<file path="config.mk">
export PLATFORM = sky130hd
export DESIGN_NAME = bcd_rtc_chain
export DESIGN_NICKNAME = d
export VERILOG_FILES = /design/src/rtl/bcd_rtc_pkg.sv /design/src/rtl/rtc_prescaler.sv /design/src/rtl/rtc_bcd_field.sv /design/src/rtl/rtc_wday.sv /design/src/rtl/bcd_rtc_chain.sv
export SDC_FILE = /design/constraint.sdc
export NUM_CORES = 1
export LEC_CHECK = 0
export CORE_AREA = 2 2 98 100
export DETAILED_ROUTE_END_ITERATION = 8
export DIE_AREA = 0 0 100 102
export PLACE_DENSITY = 0.73
export SYNTH_ARGS = -nofsm -noshare
export SYNTH_HDL_FRONTEND = slang
export SYNTH_SLANG_ARGS = --single-unit
</file>
<file path="constraint.sdc">
create_clock -name clk -period 8 [get_ports clk]
set_clock_uncertainty 0.05 [all_clocks]
set_input_delay 2 -clock clk [delete_from_list [all_inputs] [get_ports clk]]
set_output_delay 2 -clock clk [all_outputs]
set_load 0.01 [all_outputs]
</file>
<file path="src/rtl/bcd_rtc_pkg.sv">
package bcd_rtc_pkg;

  // A BCD year is a multiple of four when an even tens digit meets a ones
  // digit of 0/4/8, or an odd tens digit meets 2/6.
  function automatic logic year_is_leap(input logic [7:0] yr);
    logic [3:0] ones;
    ones = yr[3:0];
    if (!yr[4]) return (ones == 4'd0) || (ones == 4'd4) || (ones == 4'd8);
    else        return (ones == 4'd2) || (ones == 4'd6);
  endfunction

  // Last legal date of a month, packed BCD.
  function automatic logic [5:0] month_last_day(input logic [4:0] mon,
                                                input logic [7:0] yr);
    case (mon)
      5'h02:                      return year_is_leap(yr) ? 6'h29 : 6'h28;
      5'h04, 5'h06, 5'h09, 5'h11: return 6'h30;
      default:                    return 6'h31;
    endcase
  endfunction

endpackage

</file>
<file path="src/rtl/rtc_prescaler.sv">
module rtc_prescaler #(
  parameter int PRE_W   = 15,
  parameter int TAP_BIT = 5
) (
  input  logic clk,
  input  logic rst_n,
  input  logic osc_en,
  input  logic run,
  input  logic clear,
  output logic tick,
  output logic tap
);
  logic [PRE_W-1:0] cnt_q, cnt_d;
  logic             adv;

  assign adv  = osc_en && run && !clear;
  assign tick = adv && (&cnt_q);
  assign tap  = run && cnt_q[TAP_BIT];

  always_comb begin
    cnt_d = cnt_q;
    if (clear)    cnt_d = '0;
    else if (adv) cnt_d = cnt_q + 1'b1;
  end

  always_ff @(posedge clk or negedge rst_n) begin
    if (!rst_n) cnt_q <= '0;
    else        cnt_q <= cnt_d;
  end

  a_r10_clear_restarts: assert property (@(posedge clk) disable iff (!rst_n)
    clear |=> (cnt_q == '0));
  a_r2_tick_wraps: assert property (@(posedge clk) disable iff (!rst_n)
    tick |=> (cnt_q == '0));
  a_r8_stall: assert property (@(posedge clk) disable iff (!rst_n)
    (!run && !clear) |=> $stable(cnt_q));
endmodule

</file>
<file path="src/rtl/rtc_bcd_field.sv">
module rtc_bcd_field #(
  parameter int                  TENS_W  = 3,
  parameter logic [TENS_W+3:0]   RST_VAL = '0
) (
  input  logic                clk,
  input  logic                rst_n,
  input  logic                inc,
  input  logic                load,
  input  logic [TENS_W+3:0]   ld_val,
  input  logic [TENS_W+3:0]   last_val,
  input  logic [TENS_W+3:0]   first_val,
  output logic [TENS_W+3:0]   value,
  output logic                carry
);
  localparam int W = TENS_W + 4;

  logic [W-1:0]      val_q, val_d;
  logic [TENS_W-1:0] tens;
  logic [3:0]        ones;
  logic              at_last;

  assign tens    = val_q[W-1:4];
  assign ones    = val_q[3:0];
  assign at_last = (val_q == last_val);
  assign carry   = inc && !load && at_last;
  assign value   = val_q;

  always_comb begin
    val_d = val_q;
    if (load)                val_d = ld_val;
    else if (inc) begin
      if (at_last)           val_d = first_val;
      else if (ones == 4'd9) val_d = {tens + 1'b1, 4'h0};
      else                   val_d = {tens, ones + 4'd1};
    end
  end

  always_ff @(posedge clk or negedge rst_n) begin
    if (!rst_n) val_q <= RST_VAL;
    else        val_q <= val_d;
  end

  a_r11_always_moves: assert property (@(posedge clk) disable iff (!rst_n)
    (inc && !load) |=> (val_q != $past(val_q)));
  a_r8_holds_idle: assert property (@(posedge clk) disable iff (!rst_n)
    (!inc && !load) |=> $stable(val_q));
  a_r3_wraps_to_first: assert property (@(posedge clk) disable iff (!rst_n)
    carry |=> (val_q == $past(first_val)));
endmodule

</file>
<file path="src/rtl/rtc_wday.sv">
module rtc_wday (
  input  logic       clk,
  input  logic       rst_n,
  input  logic       inc,
  input  logic       load,
  input  logic [2:0] ld_val,
  output logic [2:0] value
);
  logic [2:0] wd_q, wd_d;

  assign value = wd_q;

  always_comb begin
    wd_d = wd_q;
    if (load)     wd_d = ld_val;
    else if (inc) wd_d = (wd_q == 3'd7) ? 3'd1 : wd_q + 3'd1;
  end

  always_ff @(posedge clk or negedge rst_n) begin
    if (!rst_n) wd_q <= 3'd1;
    else        wd_q <= wd_d;
  end

  a_r4_wday_wrap: assert property (@(posedge clk) disable iff (!rst_n)
    (inc && !load && wd_q == 3'd7) |=> (wd_q == 3'd1));
endmodule

</file>
<file path="src/rtl/bcd_rtc_chain.sv">
module bcd_rtc_chain
  import bcd_rtc_pkg::*;
#(
  parameter int PRE_W   = 15,
  parameter int TAP_BIT = 5
) (
  input  logic       clk,
  input  logic       rst_n,
  input  logic       osc_en,
  input  logic       load,
  input  logic       ld_stop,
  input  logic [6:0] ld_sec,
  input  logic [6:0] ld_min,
  input  logic [5:0] ld_hour,
  input  logic [2:0] ld_wday,
  input  logic [5:0] ld_date,
  input  logic [4:0] ld_month,
  input  logic [7:0] ld_year,
  input  logic [5:0] ld_cent,
  output logic       stop_o,
  output logic [6:0] sec_o,
  output logic [6:0] min_o,
  output logic [5:0] hour_o,
  output logic [2:0] wday_o,
  output logic [5:0] date_o,
  output logic [4:0] month_o,
  output logic [7:0] year_o,
  output logic [5:0] cent_o,
  output logic       sq_o
);
  logic stop_q, stop_d;
  logic tick;
  logic c_sec, c_min, c_hour, c_date, c_month, c_year, c_cent;
  logic [5:0] date_last;

  always_comb begin
    stop_d = stop_q;
    if (load) stop_d = ld_stop;
  end

  always_ff @(posedge clk or negedge rst_n) begin
    if (!rst_n) stop_q <= 1'b0;
    else        stop_q <= stop_d;
  end

  assign stop_o    = stop_q;
  assign date_last = month_last_day(month_o, year_o);

  rtc_prescaler #(.PRE_W(PRE_W), .TAP_BIT(TAP_BIT)) u_pre (
    .clk(clk), .rst_n(rst_n), .osc_en(osc_en), .run(!stop_q),
    .clear(load), .tick(tick), .tap(sq_o));

  rtc_bcd_field #(.TENS_W(3), .RST_VAL(7'h00)) u_sec (
    .clk(clk), .rst_n(rst_n), .inc(tick), .load(load), .ld_val(ld_sec),
    .last_val(7'h59), .first_val(7'h00), .value(sec_o), .carry(c_sec));

  rtc_bcd_field #(.TENS_W(3), .RST_VAL(7'h00)) u_min (
    .clk(clk), .rst_n(rst_n), .inc(c_sec), .load(load), .ld_val(ld_min),
    .last_val(7'h59), .first_val(7'h00), .value(min_o), .carry(c_min));

  rtc_bcd_field #(.TENS_W(2), .RST_VAL(6'h00)) u_hour (
    .clk(clk), .rst_n(rst_n), .inc(c_min), .load(load), .ld_val(ld_hour),
    .last_val(6'h23), .first_val(6'h00), .value(hour_o), .carry(c_hour));

  rtc_wday u_wday (
    .clk(clk), .rst_n(rst_n), .inc(c_hour), .load(load), .ld_val(ld_wday),
    .value(wday_o));

  rtc_bcd_field #(.TENS_W(2), .RST_VAL(6'h01)) u_date (
    .clk(clk), .rst_n(rst_n), .inc(c_hour), .load(load), .ld_val(ld_date),
    .last_val(date_last), .first_val(6'h01), .value(date_o), .carry(c_date));

  rtc_bcd_field #(.TENS_W(1), .RST_VAL(5'h01)) u_month (
    .clk(clk), .rst_n(rst_n), .inc(c_date), .load(load), .ld_val(ld_month),
    .last_val(5'h12), .first_val(5'h01), .value(month_o), .carry(c_month));

  rtc_bcd_field #(.TENS_W(4), .RST_VAL(8'h00)) u_year (
    .clk(clk), .rst_n(rst_n), .inc(c_month), .load(load), .ld_val(ld_year),
    .last_val(8'h99), .first_val(8'h00), .value(year_o), .carry(c_year));

  rtc_bcd_field #(.TENS_W(2), .RST_VAL(6'h00)) u_cent (
    .clk(clk), .rst_n(rst_n), .inc(c_year), .load(load), .ld_val(ld_cent),
    .last_val(6'h39), .first_val(6'h00), .value(cent_o), .carry(c_cent));

  a_r8_frozen: assert property (@(posedge clk) disable iff (!rst_n)
    (stop_q && !load) |=> ($stable(sec_o) && $stable(min_o) && $stable(hour_o)
                           && $stable(date_o) && $stable(year_o)));
  a_r8_quiet_tap: assert property (@(posedge clk) disable iff (!rst_n)
    (stop_q && !load) |=> !sq_o);
  a_r4_date_follows_day: assert property (@(posedge clk) disable iff (!rst_n)
    c_hour |=> (date_o != $past(date_o)) && (wday_o != $past(wday_o)));
  a_r7_century_step: assert property (@(posedge clk) disable iff (!rst_n)
    c_year |=> (year_o == 8'h00) && (cent_o != $past(cent_o)));
  a_r7_century_wrap: assert property (@(posedge clk) disable iff (!rst_n)
    c_cent |=> (cent_o == 6'h00));
endmodule

</file>
==> results.md, run 1 <==
* Status: finished, final reports clean
* Drc violations at 0
* Met1 wire length at 4490 um
* CTS tree: done
* Global-route wire length before repair at 16,800 um
* Syn avg cell area at 8.72 um^2
* Met2 WL at 4980 um
* Die Y at 102 um
* Async set-reset flop share out of synthesis at 100%
* Clock sinks at 64
* Final min period at 4790 ps
* Initial Util at 44.3%
* Main combinational cell family by area after synthesis: simple AND/OR/NAND/NOR gates
* IO Count at 103
* Share of post-route cells with drive strength above 1 at 7.49%
* # resized after CTS at 0
* Fin Setup TNS at 0 ps
* Critical path required time at 8180 ps
* Fin util at 58.3%
* Postcts setup bufs at 0
* Vias per Instance at 5.57
* Mapped Nets at 535
* Post-synthesis cell count at 463
* Period utilisation layout at 59.9%
* H-tree depth at 3
* Fmax at 209 MHz
* Synth Area in Simple Gates at 25.0%
* Least-Margin Pin Slew at 929 ps
* HPWL after DPL at 7220 um
* Tot Pwr at 0.847 mW
* Clock Tree Buf Depth at 2
* Die width at 100 um
* Largest net degree at the start of global routing at 102
* DR top layer: met4
* RSZ-0062 raised after global routing: false
* Final nets at 628
* GRT Util Overall at 20.5%
* Element type at the critical path end: flip-flop
* EDFF count, synth at 0
* VDD IR max at 0.101 mV
* Final Setup Violations at 0
* Max Fanout on Critical Path at 6
* WS Path Type: in -> reg
* Max cap viols at 0
* Xor/xnor share of the synthesized area at 4.34%
* Leading cell type in the layout, fill and taps excluded: clkdlybuf4s50_1
* ANT nets after route at 0
* TritonRoute pass-1 iters at 4
* Core area at 9110 um^2
* Drt wl/cell at 15.1 um
* P per Cell Area at 160 nW/um^2
* Sequential area share after synthesis at 39.7%
* 1st-iter DRT viols at 168
* Clock latency at the later pin of the worst-skew pair at 340 ps
* R2r setup slk at 4570 ps
* Leak at 2.20 nW
* Number of cell rows at 35
* Pre-CTS WS at 2840 ps
* Gpl congestion at 0.780
* Fin. Hold Viols at 0
* Die area at 10,200 um^2
* Hold Path Class: reg -> reg
* Synth Area in Adders at 5.89%
* Vias in the first global route at 3,549
* GRT overflow at 0
* Buffers on Ports at 102
* Metal3 WL at 596 um
* Area Overhead vs Synth at 31.4%
* Hold Slack at 511 ps
* Synthesized cell area at 4040 um^2
* Yosys cell types at 64
* Root Driver: clkbuf_8
* Antenna diodes at 0
* Synth Area in Compound Gates at 18.1%
* Fin. max-slew vios at 0
* Max_slew headroom at 38.0%
* Setup crit start kind: primary input
* Hold buffers post-CTS at 0
* Post-Route WL at 10,200 um
* CTS Buf Count at 9
* Register clock-pin slew on the reported worst setup and hold paths at 80 ps
* Critical path data arrival time at 4970 ps
* Final setup margin at 3210 ps
* Top_reg_cell synth: dfrtp_1
* Most frequent cells in the layout: clkdlybuf4s50_1, dfrtp_1, nand2_1, nor2_1, o21ai_0
* Mux share of post-synthesis cell area at 2.76%
* Initial antenna violation count at 0
* Synth warn at 0
* DR vias at 3,746
* Yosys reg bits at 64
[worst max-delay path, stage by stage]
cell and delay, ps:
clkdlybuf4s50_1 470, nand4b_1 170, or4_4 620, or4_4 560
or2_4 280, nor4_4 410, a211oi_1 150, a221o_1 310
[per-layer routing]
| layer | vias to the layer above | track usage (%) |
|---|---|---|
| met5 | - | 0 |
| met4 | 0 | 4.53 |
| met3 | 7 | 5.61 |
| met2 | 88 | 34.7 |
| met1 | 1802 | 26.5 |
| li1 | 1849 | - |
[layout make-up]
| class | instances | area [um^2] |
|---|---|---|
| Fill cell | 837 | 3800 |
| Clock buffer | 10 | 138 |
| Multi-Input combinational cell | 354 | 2260 |
| Tap cell | 111 | 139 |
| Inverter | 22 | 82.6 |
| Sequential cell | 64 | 1610 |
| Clock inverter | 6 | 43.8 |
| Timing Repair Buffer | 105 | 1030 |
[cells by family (layout without fill, tap and decap cells)]
| logic type | count (synthesis) | after routing |
|---|---|---|
| adders and majority gates | 19 | 19 |
| xor gates and xnor gates | 20 | 20 |
| DFF | 64 | 64 |
| muxes | 11 | 11 |
| buffers and inverters | 45 | 143 |
| AOI/OAI and AO/OA | 114 | 114 |
| and+or+nand+nor | 190 | 190 |
[synth_stat cells, types with 3 or more instances]
master | n | area (um^2)
dfrtp_1 | 61 | 1530
nand2_1 | 54 | 203
nor2_1 | 44 | 165
o21ai_0 | 43 | 215
inv_1 | 22 | 82.6
a21oi_1 | 21 | 105
clkbuf_1 | 21 | 78.8
ha_1 | 19 | 238
nand3_1 | 18 | 90.1
nor3_1 | 13 | 65.1
xor2_1 | 11 | 96.3
mux2i_1 | 10 | 100
xnor2_1 | 9 | 78.8
a211oi_1 | 7 | 52.6
nand4_1 | 7 | 43.8
nor3b_1 | 7 | 52.6
a22oi_1 | 6 | 45.0
a221oi_1 | 5 | 43.8
nor2b_1 | 5 | 31.3
a211o_1 | 4 | 35.0
a31oi_1 | 4 | 25.0
nand3b_1 | 4 | 30.0
or2_2 | 4 | 25.0
a221o_1 | 3 | 30.0
and4_1 | 3 | 26.3
dfstp_2 | 3 | 78.8
nand2b_1 | 3 | 18.8
nor4_1 | 3 | 18.8
[power by group]
group	leakage, nW	internal [mW]	total, mW	switching, mW
combinational	1.32	0.108	0.194	0.0861
clock	0.0926	0.122	0.260	0.138
sequential	0.790	0.350	0.393	0.0431
total	2.20	0.580	0.847	0.267
[flip-flops by register name, summed over array words and instances (netlist names)]
signal / count
stop_o: 1
u_cent.value: 6
u_date.value: 6
u_hour.value: 6
u_min.value: 7
u_month.value: 5
u_pre.cnt_q: 15
u_sec.value: 7
u_wday.value: 3
u_year.value: 8
[through the flow]
| step | area (um^2) | std cells |
|---|---|---|
| floorplan | 4040 | 463 |
| global placement | 5120 | 656 |
| detailed placement | 5120 | 656 |
| CTS | 5310 | 672 |
| global route | 5310 | 672 |
| finish | 5310 | 672 |
[path summary, 6_finish.rpt]
path,end,depth (start not counted),startpoint
worst min-delay path,u_pre.cnt_q[13],2,u_pre.cnt_q[13]
min in group asynchronous,u_month.value[2],2,rst_n
worst min register to register,u_pre.cnt_q[13],2,u_pre.cnt_q[13]
max in group asynchronous,u_sec.value[5],2,rst_n
worst max-delay path,u_cent.value[4],8,osc_en
worst max register to register,u_cent.value[4],8,u_sec.value[0]
Power figures use the tool's default switching activity.
==> run 2: changes to the inputs <==
PLACE_DENSITY = 0.76   (was 0.73)
clock period = 4 ns   (was 8 ns; I/O delays follow)
==> results.md, run 2 (same netlist as run 1, synthesis figures left out) <==
* Area Overhead vs Synth at 34.8%
* Max cap viols at 0 (unchanged)
* Post-route cell area at 5440 um^2 (+2.6%)
* # resized after CTS at 0 (unchanged)
* Reg with most FFs: u_pre.cnt_q
* Buffers on Ports at 102 (unchanged)
* Tot Pwr at 1.87 mW (+120%)
* Drc violations at 0 (unchanged)
* Slowest stage delay, CP at 730 ps (+110 ps)
* Postcts setup bufs at 0 (unchanged)
* Clock latency at the later pin of the worst-skew pair at 350 ps (about the same)
* Initial Util at 44.3% (unchanged)
* Register clock-pin slew on the reported worst setup and hold paths at 70 ps (about the same)
* TritonRoute pass-1 iters at 4 (unchanged)
* 1st-iter DRT viols at 133 (-21%)
* Gpl congestion at 0.837 (+7.3%)
* ANT nets after route at 0 (unchanged)
* H-tree depth at 3 (unchanged)
* Drt wl/cell at 15.2 um (+0.63%)
* IO Count at 103 (unchanged)
* Status: finished, final reports clean
* Final min period at 3640 ps
* Clock Tree Buf Depth at 2 (unchanged)
* CP max-delay cell: or4_1
* Die width at 100 um (unchanged)
* Die area at 10,200 um^2 (unchanged)
* Vias per Instance at 5.60 (+0.51%)
* CP bufs+invs at 2 (+1)
* WP depth at 9 (+1)
* Largest net degree at the start of global routing at 102 (unchanged)
* Number of cell rows at 35 (unchanged)
* Share of post-route cells with drive strength above 1 at 9.11% (+1.6 points)
* Hold Path Class: reg -> reg
* Final Setup Violations at 0 (unchanged)
* CTS tree: done
* Crit path max-delay family: simple AND/OR/NAND/NOR gates
* DR vias at 3,821 (+2.0%)
* Pre-CTS WS at -16.4 ps (-2850 ps)
* Hold-critical path depth at 2 (unchanged)
* GRT overflow at 0 (unchanged)
* Antenna diodes at 0 (unchanged)
* Leak at 2.28 nW (+3.5%)
* Post-Route WL at 10,400 um (+2.1%)
* Critical path data arrival time at 3850 ps (-1120 ps)
* Hold Slack at 525 ps (+13.8 ps)
* WS Path Type: in -> reg
* Placed cell area at 5200 um^2 (+1.5%)
* Reg2Reg Depth at 9 (+1)
* Final setup margin at 361 ps (-2840 ps)
* Cells along the critical path: clkdlybuf4s50_1 > nand4b_1 > or4_4 > buf_4 > or4_1 > and2_1 > a211oi_1 > nor2_1 > nor3_1
* RSZ-0062 raised after global routing: false
* Vias in the first global route at 3,718 (+4.8%)
* Core area at 9110 um^2 (unchanged)
* Critical path required time at 4210 ps (-3970 ps)
* Crit Reg-Reg Endpoint: u_cent.value[3]
* Root Driver: clkbuf_8
* Global-route wire length before repair at 17,100 um (+2.2%)
* Fmax at 275 MHz
* R2r setup slk at 720 ps (-3850 ps)
* Most frequent cells in the layout: clkdlybuf4s50_1, dfrtp_1, nand2_1, nor2_1, o21ai_0
* Fin. max-slew vios at 0 (unchanged)
* HPWL after DPL at 7410 um (+2.7%)
* Max Fanout on Critical Path at 10 (+4)
* Period utilisation layout at 91.0%
* Fin. Hold Viols at 0 (unchanged)
* Largest register FFs at 15 (unchanged)
* Max_slew headroom at 35.9% (-2.1 points)
* Leading cell type in the layout, fill and taps excluded: clkdlybuf4s50_1
* Element type at the critical path end: flip-flop
* Critical R2R Launch: u_sec.value[0]
* Hold Path Sink: u_pre.cnt_q[13]
* Hold_sp: u_pre.cnt_q[13]
* GRT Util Overall at 20.9% (+0.36 points)
* Clock sinks at 64 (unchanged)
* Final nets at 638 (+1.6%)
* Setup crit start kind: primary input
* VDD IR max at 0.156 mV (+54%)
* P per Cell Area at 343 nW/um^2 (+110%)
* Initial antenna violation count at 0 (unchanged)
* CTS Buf Count at 9 (unchanged)
* Least-Margin Pin Slew at 961 ps (+31.8 ps)
* Hold buffers post-CTS at 0 (unchanged)
* Die Y at 102 um (unchanged)
run 2: cell count changes in the layout (fill, tap and decap cells not counted), sizes merged:
cell / previous run / this run
clkbuf: 10 / 9
clkinv: 4 / 3
inv: 23 / 22
buf: 5 / 15
bufinv: 0 / 3
run 2: area by class of cell:
type,instances,area (um^2)
fillers,798,3660
multi-input cells,354,2260
flip-flops and latches,64,1610
repair buffers,115,1110
well taps,111,139
clock buffers,9,124
clock inverters,7,120
inverters,22,82.6
run 2: routing by layer:
layer	part of all wire, %	wire length, um	vias to the layer above	track usage [%]
met2	49	5130	112	36.4
met4	1.2	120	0	7.38
met1	44	4600	1824	26.4
met5	0	0	-	0
met3	5.1	525	11	3.35
li1	-	-	1874	-
run 2: worst max path at each step:
stage                 from              end  slack [ps]
floorplan           osc_en  u_cent.value[4]         590
global placement    osc_en  u_cent.value[3]           2
detailed placement  osc_en  u_cent.value[4]         -20
CTS                 osc_en  u_cent.value[3]         350
global route        osc_en  u_cent.value[3]         150
finish              osc_en  u_date.value[5]         360
run 2: per-stage QoR:
stage,instances,util (%),setup TNS [ps]
after global routing,682,59.8,0
final,682,59.8,0
after detailed placement,666,57.1,-32.5
after floorplan,463,-,0
after global placement,666,57.1,0
after CTS,682,59.8,0
run 2: tightest hold or removal path, cell delays in order, from the launching register on:
cell	delay, ps
dfrtp_1	380
xor2_1	80
nor2_1	80
run 2: power by group:
part,total (mW),switching (mW),internal [mW]
registers,0.787,0.0875,0.700
logic,0.390,0.173,0.218
clock network,0.689,0.275,0.415
==> run 3: changes to the inputs <==
CORE_AREA = 2 2 94 105   (was 2 2 98 100)
DIE_AREA = 0 0 96 107   (was 0 0 100 102)
==> results.md, run 3 (same netlist as run 1, synthesis figures left out) <==
* Clock power share at 37.5% (+0.6 points)
* Initial Util at 43.8% (-0.50 points)
* Final Setup Violations at 0 (unchanged)
* # resized after CTS at 0 (unchanged)
* Fin util at 59.2% (-0.52 points)
* Postcts setup bufs at 0 (unchanged)
* Reg with most FFs: u_pre.cnt_q
* H-tree depth at 3 (unchanged)
* Antenna diodes at 0 (unchanged)
* Element type at the critical path end: flip-flop
* Post-route insts no fill at 686 (+0.59%)
* Flop pwr share at 41.8% (-0.4 points)
* Period utilisation layout at 93.5% (+2.6 points)
* Drc violations at 0 (unchanged)
* Vias per Instance at 5.60 (about the same)
* Placed cells at 670 (+0.60%)
* TritonRoute pass-1 iters at 5 (+1)
* ANT nets after route at 0 (unchanged)
* Post-Route WL at 10,300 um (-0.96%)
* CP startpoint: osc_en
* Fin Setup TNS at 0 ps (unchanged)
* Register clock-pin slew on the reported worst setup and hold paths at 70 ps (about the same)
* Hold Slack at 512 ps (-12.6 ps)
* Initial antenna violation count at 0 (unchanged)
* WS Path Type: in -> reg
* Hold_sp: u_pre.cnt_q[13]
* Final setup margin at 258 ps (-103 ps)
* Critical path required time at 4170 ps (-40 ps)
* Number of cell rows at 37 (+5.7%)
* DR vias at 3,845 (+0.63%)
* Pre-CTS WS at -96.6 ps (-80.2 ps)
* Fin. Hold Viols at 0 (unchanged)
* Fin. max-slew vios at 0 (unchanged)
* Leak at 2.28 nW (-0.17%)
* Buffers on Ports at 102 (unchanged)
* Critical R2R Launch: u_sec.value[1]
* Leading cell type in the layout, fill and taps excluded: clkdlybuf4s50_1
* Die width at 96 um (-4.0%)
* Least-Margin Pin Slew at 938 ps (-23.0 ps)
* CTS Buf Count at 9 (unchanged)
* Gpl congestion at 0.855 (+2.2%)
* Die area at 10,300 um^2 (+0.71%)
* HPWL after DPL at 7510 um (+1.3%)
* Clock sinks at 64 (unchanged)
* Vias in the first global route at 3,662 (-1.5%)
* Max cap viols at 0 (unchanged)
* Final min period at 3740 ps (+103 ps)
* Clock Tree Buf Depth at 2 (unchanged)
* 1st-iter DRT viols at 194 (+46%)
* Critical path data arrival time at 3910 ps (+60 ps)
* Largest net degree at the start of global routing at 102 (unchanged)
* Switching portion of total power at 28.2% (-0.41 points)
* Setup crit start kind: primary input
* Root Driver: clkbuf_8
* Tot Pwr at 1.88 mW (+0.94%)
* Core area at 9210 um^2 (+1.1%)
* P per Cell Area at 345 nW/um^2 (+0.69%)
* Logic pwr share at 20.8% (about the same)
* Status: finished, final reports clean
* Clock latency at the later pin of the worst-skew pair at 340 ps (about the same)
* IO Count at 103 (unchanged)
* Placed cell area at 5200 um^2 (about the same)
* Internal power at 1.35 mW (+1.5%)
* Sw power at 0.532 mW (-0.51%)
* Post-route cell area at 5460 um^2 (+0.25%)
* Die Y at 107 um (+4.9%)
* Max Fanout on Critical Path at 6 (-4)
* Global-route wire length before repair at 17,300 um (+1.1%)
* Layout fillers at 811 (+1.6%)
* RSZ-0062 raised after global routing: false
* GRT overflow at 0 (unchanged)
* VDD IR max at 0.205 mV (+32%)
* Hold buffers post-CTS at 0 (unchanged)
* Fmax at 267 MHz (-2.8%)
* Largest register FFs at 15 (unchanged)
* GRT Util Overall at 21.0% (+0.17 points)
* Drt wl/cell at 15.0 um (-1.5%)
* Area Overhead vs Synth at 35.1%
* Hold Path Class: reg -> reg
* Share of post-route cells with drive strength above 1 at 8.79% (-0.32 points)
* Final nets at 636 (-0.31%)
* Max_slew headroom at 37.5% (+1.5 points)
* Most frequent cells in the layout: clkdlybuf4s50_1, dfrtp_1, nand2_1, nor2_1, o21ai_0
* CTS tree: done
## run 3: changes by cell type in the layout (fill, tap and decap cells not counted), sizes merged
cell | before | now
clkinv | 3 | 1
clkbuf | 9 | 10
buf | 15 | 13
inv | 22 | 23
## run 3: power groups by stage
stage	Clock (mW)	Sequential (mW)	Combinational, mW
after floorplan	0	0.792	0.179
after global placement	0	0.795	0.384
after detailed placement	0	0.797	0.393
after CTS	0.723	0.785	0.395
after global routing	0.753	0.797	0.434
final	0.707	0.787	0.391
## run 3: cell type report
cell class | instances | area, um^2 | area share, %
Tap cell | 117 | 146 | 2.68
Multi-Input combinational cell | 354 | 2260 | 41.5
Clock inverter | 6 | 115 | 2.11
Sequential cell | 64 | 1610 | 29.4
Inverter | 22 | 82.6 | 1.51
Timing Repair Buffer | 113 | 1110 | 20.3
Clock buffer | 10 | 138 | 2.52
## run 3: critical path: stages
cell	delay (ps)
clkdlybuf4s50_1	470
nand4b_1	150
or4_4	570
or4_4	540
or2_4	280
nor4_4	440
a211oi_1	160
a221o_1	300
## run 3: metal layers
metal	track usage, %	vias to the layer above	share of wire [%]
li1	-	1866	-
met1	28.3	1859	43
met2	34.5	111	50
met3	4.36	9	5.5
met4	4.80	0	1.1
met5	0	-	0
## run 3: worst paths after layout
check / endpoint / slack [ps] / depth (start not counted)
worst min-delay path: u_pre.cnt_q[13] / 510 / 2
worst min register to register: u_pre.cnt_q[13] / 510 / 2
max in group asynchronous: u_wday.value[0] / 2480 / 2
worst max register to register: u_cent.value[4] / 600 / 9
min in group asynchronous: u_sec.value[1] / 680 / 1
worst max-delay path: u_cent.value[4] / 260 / 8
